===== src/rtl/sa_pkg.sv =====
// Package: shared constants and port naming for the switch allocator.
// Assumes the router has five ports indexed north, south, east, west, local.
package sa_pkg;
    parameter int SA_NPORT  = 5;
    parameter int SA_FLIT_W = 16;
    parameter int SA_HDR_W  = 11;

    typedef enum logic [2:0] {
        PORT_NORTH = 3'd0,
        PORT_SOUTH = 3'd1,
        PORT_EAST  = 3'd2,
        PORT_WEST  = 3'd3,
        PORT_LOCAL = 3'd4
    } sa_port_e;
endpackage


===== src/rtl/sa_lru_arbiter.sv =====
// Least-recently-granted arbiter for one output.
// Holds an ordered list of requester indices (slot 0 = highest priority).
// Grants the first listed requester that asks, moves it to the tail on the
// rising edge, and freezes the list when disabled or idle.
// Assumes synchronous active-low reset.
module sa_lru_arbiter #(
    parameter int N = 5
) (
    input  logic         clk,
    input  logic         rst_n,
    input  logic         en,
    input  logic [N-1:0] req,
    output logic [N-1:0] gnt
);
    localparam int IW = (N > 1) ? $clog2(N) : 1;

    logic [IW-1:0] ord_q [N];
    logic [IW-1:0] ord_d [N];
    logic          hit;
    int            pos;

    // Find the highest-priority slot whose requester is asking.
    always_comb begin
        hit = 1'b0;
        pos = 0;
        for (int p = 0; p < N; p++) begin
            if (!hit && req[ord_q[p]]) begin
                hit = 1'b1;
                pos = p;
            end
        end
    end

    // Drive the one-hot grant when enabled and out of reset.
    always_comb begin
        gnt = '0;
        if (rst_n && en && hit) begin
            gnt[ord_q[pos]] = 1'b1;
        end
    end

    // Build the next order: winner goes to the tail, the rest close up.
    always_comb begin
        for (int p = 0; p < N - 1; p++) begin
            if (p < pos) begin
                ord_d[p] = ord_q[p];
            end else begin
                ord_d[p] = ord_q[p + 1];
            end
        end
        ord_d[N-1] = ord_q[pos];
    end

    // Load reset order or commit the rotation on a granting edge.
    always_ff @(posedge clk) begin
        if (!rst_n) begin
            for (int p = 0; p < N; p++) begin
                ord_q[p] <= IW'(p);
            end
        end else if (|gnt) begin
            for (int p = 0; p < N; p++) begin
                ord_q[p] <= ord_d[p];
            end
        end
    end
endmodule


===== src/rtl/sa_xbar_mux.sv =====
// One crossbar output column: AND-OR multiplexer selected by a one-hot
// grant vector. Assumes at most one select bit is high; with none high the
// output is zero and valid is low.
module sa_xbar_mux #(
    parameter int N = 5,
    parameter int W = 16
) (
    input  logic [N-1:0]   sel,
    input  logic [N*W-1:0] din,
    output logic [W-1:0]   dout,
    output logic           valid
);
    // Merge the selected lane into the output word.
    always_comb begin
        dout = '0;
        for (int i = 0; i < N; i++) begin
            dout = dout | (din[i*W +: W] & {W{sel[i]}});
        end
    end

    // Valid whenever any lane is selected.
    always_comb begin
        valid = |sel;
    end
endmodule


===== src/rtl/sa_flit_pad.sv =====
// Input conditioning: when the flit is a header, clear every bit above the
// header width so the header travels the full-width crossbar zero-padded.
// Assumes HW < W.
module sa_flit_pad #(
    parameter int W  = 16,
    parameter int HW = 11
) (
    input  logic         is_hdr,
    input  logic [W-1:0] din,
    output logic [W-1:0] dout
);
    localparam logic [W-1:0] HDR_MASK = {{(W-HW){1'b0}}, {HW{1'b1}}};

    // Apply the header mask only to header flits.
    always_comb begin
        dout = is_hdr ? (din & HDR_MASK) : din;
    end
endmodule


===== src/rtl/sa_switch_alloc.sv =====
// Switch allocator plus crossbar for a five-port mesh router.
// Regroups the request matrix per output, runs one LRU arbiter per output
// gated by downstream flow control, feeds the one-hot grants straight into
// the crossbar column multiplexers, and folds grants back per input.
// Assumes each input requests at most one output (dimension-order routing).
module sa_switch_alloc
    import sa_pkg::*;
#(
    parameter int NPORT  = SA_NPORT,
    parameter int FLIT_W = SA_FLIT_W,
    parameter int HDR_W  = SA_HDR_W
) (
    input  logic                    clk,
    input  logic                    rst_n,
    input  logic [NPORT*NPORT-1:0]  req,
    input  logic [NPORT-1:0]        flow_on,
    input  logic [NPORT*FLIT_W-1:0] in_data,
    input  logic [NPORT-1:0]        in_hdr,
    output logic [NPORT*FLIT_W-1:0] out_data,
    output logic [NPORT-1:0]        out_valid,
    output logic [NPORT*NPORT-1:0]  out_gnt,
    output logic [NPORT-1:0]        in_grant
);
    localparam int NREQ = NPORT * NPORT;

    logic [NPORT-1:0]        req_col [NPORT];
    logic [NPORT-1:0]        gnt_col [NPORT];
    logic [NPORT*FLIT_W-1:0] pad_data;

    // Input side: pad header flits per input.
    for (genvar gi = 0; gi < NPORT; gi++) begin : g_in
        sa_flit_pad #(
            .W  (FLIT_W),
            .HW (HDR_W)
        ) u_pad (
            .is_hdr (in_hdr[gi]),
            .din    (in_data[gi*FLIT_W +: FLIT_W]),
            .dout   (pad_data[gi*FLIT_W +: FLIT_W])
        );
    end

    // Output side: regroup requests, arbitrate, and select data.
    for (genvar go = 0; go < NPORT; go++) begin : g_out
        // Collect the requests aimed at this output from every input.
        always_comb begin
            for (int i = 0; i < NPORT; i++) begin
                req_col[go][i] = req[i*NPORT + go];
            end
        end

        sa_lru_arbiter #(
            .N (NPORT)
        ) u_arb (
            .clk   (clk),
            .rst_n (rst_n),
            .en    (flow_on[go]),
            .req   (req_col[go]),
            .gnt   (gnt_col[go])
        );

        sa_xbar_mux #(
            .N (NPORT),
            .W (FLIT_W)
        ) u_mux (
            .sel   (gnt_col[go]),
            .din   (pad_data),
            .dout  (out_data[go*FLIT_W +: FLIT_W]),
            .valid (out_valid[go])
        );

        // Publish this output's grant row.
        always_comb begin
            out_gnt[go*NPORT +: NPORT] = gnt_col[go];
        end
    end

    // Fold grants per input so each input learns it was served.
    always_comb begin
        in_grant = '0;
        for (int o = 0; o < NPORT; o++) begin
            in_grant = in_grant | gnt_col[o];
        end
    end

    // Width sanity: request and grant matrices share one size.
    initial begin
        if ($bits(req) != NREQ || $bits(out_gnt) != NREQ) begin
            $display("sa_switch_alloc: matrix width mismatch");
        end
    end
endmodule


===== config.mk =====
export PLATFORM = sky130hd
export DESIGN_NAME = sa_switch_alloc
export DESIGN_NICKNAME = d
export VERILOG_FILES = /design/src/rtl/sa_pkg.sv /design/src/rtl/sa_lru_arbiter.sv /design/src/rtl/sa_xbar_mux.sv /design/src/rtl/sa_flit_pad.sv /design/src/rtl/sa_switch_alloc.sv
export SDC_FILE = /design/constraint.sdc
export NUM_CORES = 1
export LEC_CHECK = 0
export BUFFER_PORTS_ARGS = -buffer_cell sky130_fd_sc_hd__buf_2
export CAP_MARGIN = 25
export CORE_MARGIN = 2
export CORE_UTILIZATION = 35
export CTS_CLUSTER_SIZE = 16
export DETAILED_ROUTE_END_ITERATION = 6
export PLACE_DENSITY = 0.6
export SYNTH_ARGS = -nofsm -noshare
export SYNTH_HDL_FRONTEND = slang
export SYNTH_SLANG_ARGS = --single-unit

===== constraint.sdc =====
create_clock -name clk -period 4.86 [get_ports clk]
set_input_delay 0.972 -clock clk [delete_from_list [all_inputs] [get_ports clk]]
set_output_delay 0.972 -clock clk [all_outputs]
set_load 0.02 [all_outputs]

Yosys cells after proc, flatten, opt, wreduce, memory -nomap -nowiden
Memories as Yosys holds them, arrays and structs flattened.
Index checks and enable logic that the tools add are counted.
W data, S select, Z words.

cells by class
  add/subtract/negate cells = 0
  $mul = 0
  divide/modulo/power cells = 0
  order comparisons = 55
  eq/ne operators = 0
  shifts and indexed selects = 0
  mux-type cells = 176
  bitwise operators = 74
  reduce and logical (&&, ||, !) cells = 60

operators by type and width
  kind                  number
  $and A16 B16 Y16      25
  $or A16 B16 Y16       20
  $mux W3               50
  $lt A3 B4 Y1 const B  30
  $mux W16              5
  $mux W1               76
  $bmux W1 S3           25
  $logic_and A1 B1 Y1   35
  $lt A1 B3 Y1 const A  10
  $lt A2 B3 Y1 const A  10
  $mux W5               5
  $or A1 B1 Y1          25
  $reduce_or A5 Y1      5
  $logic_not A1 Y1      20
  $mux W2               10
  $or A5 B5 Y5          4
  $demux W1 S3          5
  $ge A3 B1 Y1 const B  5

storage, ports and cells
  register bits after elaboration = 0
  bits in latches = 0
  memory bits (writable) = 75
  bits in read-only memories = 0
  input port bits = 117
  output and inout port bits = 115
  word-level logic and storage cells = 370
  memories kept = 5

memories
  memory                depth  bits a word  read ports  clocked after memory_dff  wr ports  RTL line              text
  g_out[0].u_arb.ord_q  5      3            6           0                         5         sa_lru_arbiter.sv:17  logic [IW-1:0] ord_q [N];
  g_out[1].u_arb.ord_q  5      3            6           0                         5         sa_lru_arbiter.sv:17
  g_out[2].u_arb.ord_q  5      3            6           0                         5         sa_lru_arbiter.sv:17
  g_out[3].u_arb.ord_q  5      3            6           0                         5         sa_lru_arbiter.sv:17
  g_out[4].u_arb.ord_q  5      3            6           0                         5         sa_lru_arbiter.sv:17

Logic depth before layout (Yosys ltp)
An unclocked memory read counts as a cell.

  word-level depth = 27
  mapped depth = 13
  depth with buffers taken out = 11

Modules after synthesis
Synthesis repeated with hierarchy kept, for this count alone.

second synthesis, totals
  cells, all modules = 999
  area, all modules = 8914.8 µm²

by module, submodules not included
  module                               instances  cells each  area an instance (µm²)  seq. area each (µm²)
  sa_lru_arbiter (g_out[1].u_arb ...)  3          121         1243.7                  450.4
  sa_xbar_mux                          5          61          431.7                   0.0
  sa_lru_arbiter (g_out[4].u_arb)      1          122         1229.9                  450.4
  sa_lru_arbiter (g_out[0].u_arb)      1          114         1163.6                  450.4
  sa_flit_pad                          5          16          113.9                   0.0
  sa_switch_alloc                      1          15          62.6                    0.0

Worst setup path before layout
No wires, ideal clock.

  path kind = input port to output port
  start point = input port req[19]
  end point = output port in_grant[1]
  data arrival time = 3.369 ns
  required time = 3.888 ns
  setup slack = 0.519 ns
  stages = 10
  buffers on the path = 1
  path through = mux4_2 -> a21o_1 -> a211oi_2 -> and2_1 -> nand2_1 -> o221a_1 -> buf_2 -> nor2b_1 -> nor2_1 -> or4b_1

between the ends
  cells in the longest elaborated chain, start to end = 22
  elaborated cells between the ends (all ways) = 36
  those cells by class = 2 x order compare; 22 x mux; 1 x bitwise; 10 x reduce/logical; 1 x memory

ends and longest elaborated chain
  what                                                                RTL line               text
  from (decl)                                                         sa_switch_alloc.sv:15  input logic [NPORT*NPORT-1:0] req,
  $bmux W1 S3                                                         sa_lru_arbiter.sv:27   if (!hit && req[ord_q[p]]) begin
  $mux W1 (implied by the code)                                       sa_lru_arbiter.sv:27
  $mux W1                                                             sa_lru_arbiter.sv:27
  $logic_not A1 Y1                                                    sa_lru_arbiter.sv:27
  $logic_and A1 B1 Y1                                                 sa_lru_arbiter.sv:27
  $mux W1                                                             sa_lru_arbiter.sv:27
  $logic_not A1 Y1                                                    sa_lru_arbiter.sv:27
  $logic_and A1 B1 Y1                                                 sa_lru_arbiter.sv:27
  [7 not listed]                                                      n/a
  $mem_v2 Z5 W3                                                       n/a
  $lt A3 B4 Y1 (implied by the code) or $ge A3 B1 Y1 (tied branches)  sa_lru_arbiter.sv:38   gnt[ord_q[pos]] = 1'b1;
  $logic_and A1 B1 Y1 (implied by the code)                           sa_lru_arbiter.sv:38
  $mux W1 (implied by the code)                                       sa_lru_arbiter.sv:38
  $demux W1 S3                                                        n/a
  $mux W5 (*)                                                         sa_lru_arbiter.sv:37   if (rst_n && en && hit) begin
  net out_gnt[21]                                                     sa_switch_alloc.sv:21  output logic [NPORT*NPORT-1:0] out_gnt,
  $or A5 B5 Y5 (*)                                                    sa_switch_alloc.sv:81  in_grant = in_grant | gnt_col[o];
  to (decl)                                                           sa_switch_alloc.sv:22  output logic [NPORT-1:0] in_grant

Mark *: on every way through the listed nets, which the timed path passes. The rest lies on a longest branch. The select of a mux whose other input is x is not followed.

Worst setup path in the final report
  start point = input port req[8]
  end point = output port out_data[49]

between the ends
  cells in the longest elaborated chain, start to end = 26
  elaborated cells between the ends (all ways) = 44
  those cells by class = 2 x order compare; 22 x mux; 9 x bitwise; 10 x reduce/logical; 1 x memory

ends and longest elaborated chain
  what                                                                RTL line               text
  $bmux W1 S3                                                         sa_lru_arbiter.sv:27
  $mux W1 (implied by the code)                                       sa_lru_arbiter.sv:27
  $mux W1                                                             sa_lru_arbiter.sv:27
  $logic_not A1 Y1                                                    sa_lru_arbiter.sv:27
  $logic_and A1 B1 Y1                                                 sa_lru_arbiter.sv:27
  $mux W1                                                             sa_lru_arbiter.sv:27
  $logic_not A1 Y1                                                    sa_lru_arbiter.sv:27
  $logic_and A1 B1 Y1                                                 sa_lru_arbiter.sv:27
  [8 not listed]                                                      n/a
  $lt A3 B4 Y1 (implied by the code) or $ge A3 B1 Y1 (tied branches)  sa_lru_arbiter.sv:38
  $logic_and A1 B1 Y1 (implied by the code)                           sa_lru_arbiter.sv:38
  $mux W1 (implied by the code)                                       sa_lru_arbiter.sv:38
  $demux W1 S3                                                        n/a
  $mux W5 (*)                                                         sa_lru_arbiter.sv:37
  $and A16 B16 Y16                                                    sa_xbar_mux.sv:17      dout = dout | (din[i*W +: W] & {W{sel[i]}});
  $or A16 B16 Y16 (3 in series)                                       sa_xbar_mux.sv:17
  $or A16 B16 Y16 (*)                                                 sa_xbar_mux.sv:17
  to (decl)                                                           sa_switch_alloc.sv:19  output logic [NPORT*FLIT_W-1:0] out_data,

Mark *: on every way between the ends. The rest lies on a longest branch, timed or not. The select of a mux whose other input is x is not followed.

==> metrics.txt <==
# TYPE chip_impl_metric gauge
chip_impl_info{name="run_status",value="finished, violations left"} 1
chip_impl_info{name="violations",value="DRC"} 1
chip_impl_metric{name="viasPerCell",unit=""} 6.06
chip_impl_metric{name="drt_iter0_drc",unit=""} 1057
chip_impl_metric{name="final.setup.worst_slack",unit="ps"} 121
chip_impl_info{name="hold_path_startpoint",value="g_out[4].u_arb.ord_q[2][0]$_SDFFCE_PN0P_"} 1
chip_impl_metric{name="timing.fmax",unit="GHz"} 0.211
chip_impl_info{name="synth_area_leaders",value="edfxtp_1 25%, mux2i_1 8.4%, mux2_2 6.8%, nand2_1 6.3%, a22oi_1 5.9%"} 1
chip_impl_metric{name="wire_per_inst",unit="um"} 22.5
chip_impl_metric{name="dieHeight",unit="um"} 163
chip_impl_info{name="cts_tree",value="done"} 1
chip_impl_metric{name="cp.arrival",unit="ps"} 3770
chip_impl_metric{name="finish.utilization",unit=""} 0.447
chip_impl_metric{name="synth.yosys.seq_area_share",unit=""} 0.253
chip_impl_metric{name="share_of_the_synthesized_area_in_the_top_cell_type",unit=""} 0.253
chip_impl_info{name="criticalPathCategory",value="input port to output pin"} 1
chip_impl_info{name="post-synth-top-area-cell",value="edfxtp_1"} 1
chip_impl_metric{name="worstMarginPinSlew",unit="ps"} 619
chip_impl_metric{name="dieArea",unit="mm^2"} 0.0267
chip_impl_metric{name="final_hold_viol_count",unit=""} 0
chip_impl_metric{name="p_per_cell_area",unit="mW/mm^2"} 326
chip_impl_metric{name="hpwl",unit="mm"} 27.5
chip_impl_metric{name="placeableCoreArea",unit="mm^2"} 0.0250
chip_impl_metric{name="synthArstFlopShare",unit=""} 0
chip_impl_info{name="layout.cells.most_common",value="buf_2"} 1
chip_impl_metric{name="synth_seq_cells",unit=""} 75
chip_impl_metric{name="post_route_cells_drive_above_1_share",unit=""} 0.352
chip_impl_metric{name="timing.critical_path.required",unit="ps"} 3890
chip_impl_metric{name="number_of_antenna_cells_inserted",unit=""} 0
chip_impl_metric{name="finalCriticalPeriod",unit="ps"} 4740
chip_impl_metric{name="die_width",unit="um"} 163
chip_impl_metric{name="detail_route.wirelength",unit="mm"} 36.3
chip_impl_metric{name="post_route_drc",unit=""} 10
chip_impl_metric{name="cts.hold.buffers_added",unit=""} 0
chip_impl_metric{name="dp_worst_setup_slack",unit="ps"} -22.5
chip_impl_metric{name="cts-root-to-sink-buffers",unit=""} 2
chip_impl_metric{name="holdWs",unit="ps"} 587
chip_impl_info{name="timing.critical_path.to_type",value="output pin"} 1
chip_impl_metric{name="slew_headroom",unit=""} 0.587
chip_impl_metric{name="gp_routability_congestion",unit=""} 0.955
chip_impl_metric{name="num-fill-cells",unit=""} 2477
chip_impl_info{name="crit-reg2reg-capture",value="g_out[4].u_arb.ord_q[4][1]$_SDFFCE_PN0P_"} 1
chip_impl_metric{name="cts_max_level",unit=""} 3
chip_impl_metric{name="synthesis.area",unit="mm^2"} 0.00889
chip_impl_metric{name="drt_first_pass_iters",unit=""} 7
chip_impl_metric{name="power.ir.vdd_worst",unit="mV"} 0.194
chip_impl_metric{name="initial_utilization",unit=""} 0.355
chip_impl_metric{name="grt_antenna_before_repair",unit=""} 0
chip_impl_metric{name="synth_enable_flop_cells",unit=""} 75
chip_impl_metric{name="grt_max_degree",unit=""} 19
chip_impl_metric{name="grt_overflow_total",unit=""} 0
chip_impl_metric{name="flow.area_growth_from_synthesis",unit="%"} 25.9
chip_impl_info{name="final_cell_mix",value="231 x buf_2, 148 x nand2_1, 75 x edfxtp_1"} 1
chip_impl_metric{name="syn_nets",unit=""} 1137
chip_impl_metric{name="first_pass_grt_wire_length",unit="mm"} 54.3
chip_impl_info{name="startpoint",value="req[8]"} 1
chip_impl_metric{name="cts.sinks",unit=""} 75
chip_impl_metric{name="timing_max_transition_violations_final",unit=""} 0
chip_impl_info{name="root_buffer",value="clkbuf_16"} 1
chip_impl_metric{name="ys_types",unit=""} 94
chip_impl_metric{name="setup_tns",unit="ps"} 0
chip_impl_metric{name="max_ffs_per_register",unit=""} 75
chip_impl_metric{name="ant_nets",unit=""} 0
chip_impl_metric{name="dr_total_vias",unit=""} 9775
chip_impl_metric{name="worst_setup_hold_path_clk_slew",unit="ps"} 60
chip_impl_metric{name="rows",unit=""} 58
chip_impl_metric{name="placement.io_buffers",unit=""} 231
chip_impl_metric{name="timing.hold.worst_path_depth",unit=""} 1
chip_impl_metric{name="leakagePower",unit="nW"} 5.09
chip_impl_info{name="synth-main-ff-cell",value="edfxtp_1"} 1
chip_impl_metric{name="clk-insertion-delay-late",unit="ps"} 350
chip_impl_metric{name="netlist_instances",unit=""} 1020
chip_impl_metric{name="setup_violations",unit=""} 0
chip_impl_metric{name="worstPathMaxFanout",unit=""} 11
chip_impl_info{name="rsz0062_at_grt",value="false"} 1
chip_impl_metric{name="gr-usage-all-layers",unit=""} 0.266
chip_impl_metric{name="reg2reg_setup_slack",unit="ps"} 1800
chip_impl_info{name="regMostFlops",value="g_out.u_arb.ord_q"} 1
chip_impl_metric{name="maxCapViolCount",unit=""} 0
chip_impl_metric{name="finalCritPeriodShare",unit=""} 0.975
chip_impl_metric{name="io-pin-count",unit=""} 232
chip_impl_metric{name="avgSynthCellArea",unit="um^2"} 8.71
chip_impl_metric{name="layout.nets",unit=""} 1396
chip_impl_metric{name="first_global_vias",unit=""} 9315
chip_impl_info{name="worstReg2RegStart",value="g_out[4].u_arb.ord_q[0][0]$_SDFFCE_PN0P_"} 1
chip_impl_metric{name="final.setup_skew",unit="ps"} 9.12
chip_impl_info{name="worstHoldPathType",value="register to register"} 1
chip_impl_info{name="top_regs",value="g_out.u_arb.ord_q (75)"} 1
chip_impl_info{name="hold-path-endpoint",value="g_out[4].u_arb.ord_q[1][0]$_SDFFCE_PN1P_"} 1
chip_impl_metric{name="synth_warnings",unit=""} 0
chip_impl_metric{name="r2r_worst_path_depth",unit=""} 9
chip_impl_info{name="startpoint_type",value="input port"} 1
chip_impl_metric{name="number_of_buffers_inserted_during_clock_tree_synthesis",unit=""} 9
## cells in the mapped netlist, drive strengths merged (6+ instances only)
| cell | instances |
|---|---|
| o221ai | 7 |
| o2bb2ai | 12 |
| a222oi | 26 |
| nor3 | 22 |
| a211oi | 6 |
| nor4b | 6 |
| or3 | 8 |
| nor3b | 14 |
| edfxtp | 75 |
| and2 | 46 |
| a21oi | 17 |
| mux2 | 61 |
| nand3 | 8 |
| o311ai | 8 |
| mux2i | 75 |
| o21ai | 30 |
| nor2 | 54 |
| buf | 34 |
| nand4 | 7 |
| a31oi | 7 |
| a22oi | 71 |
| nor2b | 35 |
| nand3b | 10 |
| o211ai | 14 |
| nand2 | 151 |
| o22ai | 9 |
| inv | 45 |
| or2 | 13 |
| clkbuf | 19 |
| a2bb2oi | 6 |
| a221o | 14 |
| nand2b | 34 |
## per-layer routing
| metal | GRT usage | vias to the layer above | part of all wire |
|---|---|---|---|
| met5 | 0 | - | 0 |
| li1 | - | 4461 | - |
| met2 | 0.425 | 554 | 0.45 |
| met1 | 0.350 | 4673 | 0.42 |
| met3 | 0.0495 | 87 | 0.084 |
| met4 | 0.121 | 0 | 0.039 |
## cell families after synthesis
kind of cell,count (synthesis),synth area share
flip-flops,75,0.253
AO/OA/AOI/OAI,273,0.248
buffers and inverters,99,0.0549
AND/OR/NAND/NOR,433,0.269
multiplexers,140,0.175
## worst max-delay path, stage by stage
cell and delay (ps):
buf_2 140, mux2_2 300, a22oi_4 260, nand4_4 220, or4_1 590, nor2_1 160
a21oi_1 60, o22ai_1 190, nand2_2 100, inv_2 310, a221o_1 260, buf_2 190
## worst max-delay path by stage
stage,endpoint,slack (ps),cells past startpoint
2_1_floorplan,in_grant[1],520,10
3_3_place_gp,out_data[50],40,11
3_5_place_dp,out_data[61],-20,11
4_1_cts,in_grant[1],20,12
5_1_grt,out_data[2],3,13
6_report,out_data[49],120,12
## area by class of cell
class | count | area [um^2] | area share
Clock inverter | 7 | 98.8 | 0.00883
Inverter | 46 | 173 | 0.0154
Timing Repair Buffer | 301 | 1790 | 0.160
Multi-Input combinational cell | 846 | 6240 | 0.558
Sequential cell | 75 | 2250 | 0.201
Tap cell | 330 | 413 | 0.0369
Clock buffer | 9 | 225 | 0.0201
## stage by stage
step                std cells  instance area [um^2]  power, mW
floorplan                1020                  8890       2.14
global placement         1596                 10800       2.84
detailed placement       1596                 10800       2.85
CTS                      1612                 11100       3.60
global route             1614                 11200       3.82
finish                   1614                 11200       3.64
## what timing repair did
item	in CTS	in global routing
setup endpoints to repair	7	42
pin swaps	0	4
buffers inserted	0	2
gates resized for setup	1	16
## power breakdown
part / switching [mW] / leakage (nW) / internal, mW
sequential: 0.0953 / 0.741 / 0.804
clock: 0.293 / 0.156 / 0.453
combinational: 1.19 / 4.19 / 0.809
Note: power is estimated with default switching activity, not from simulation.
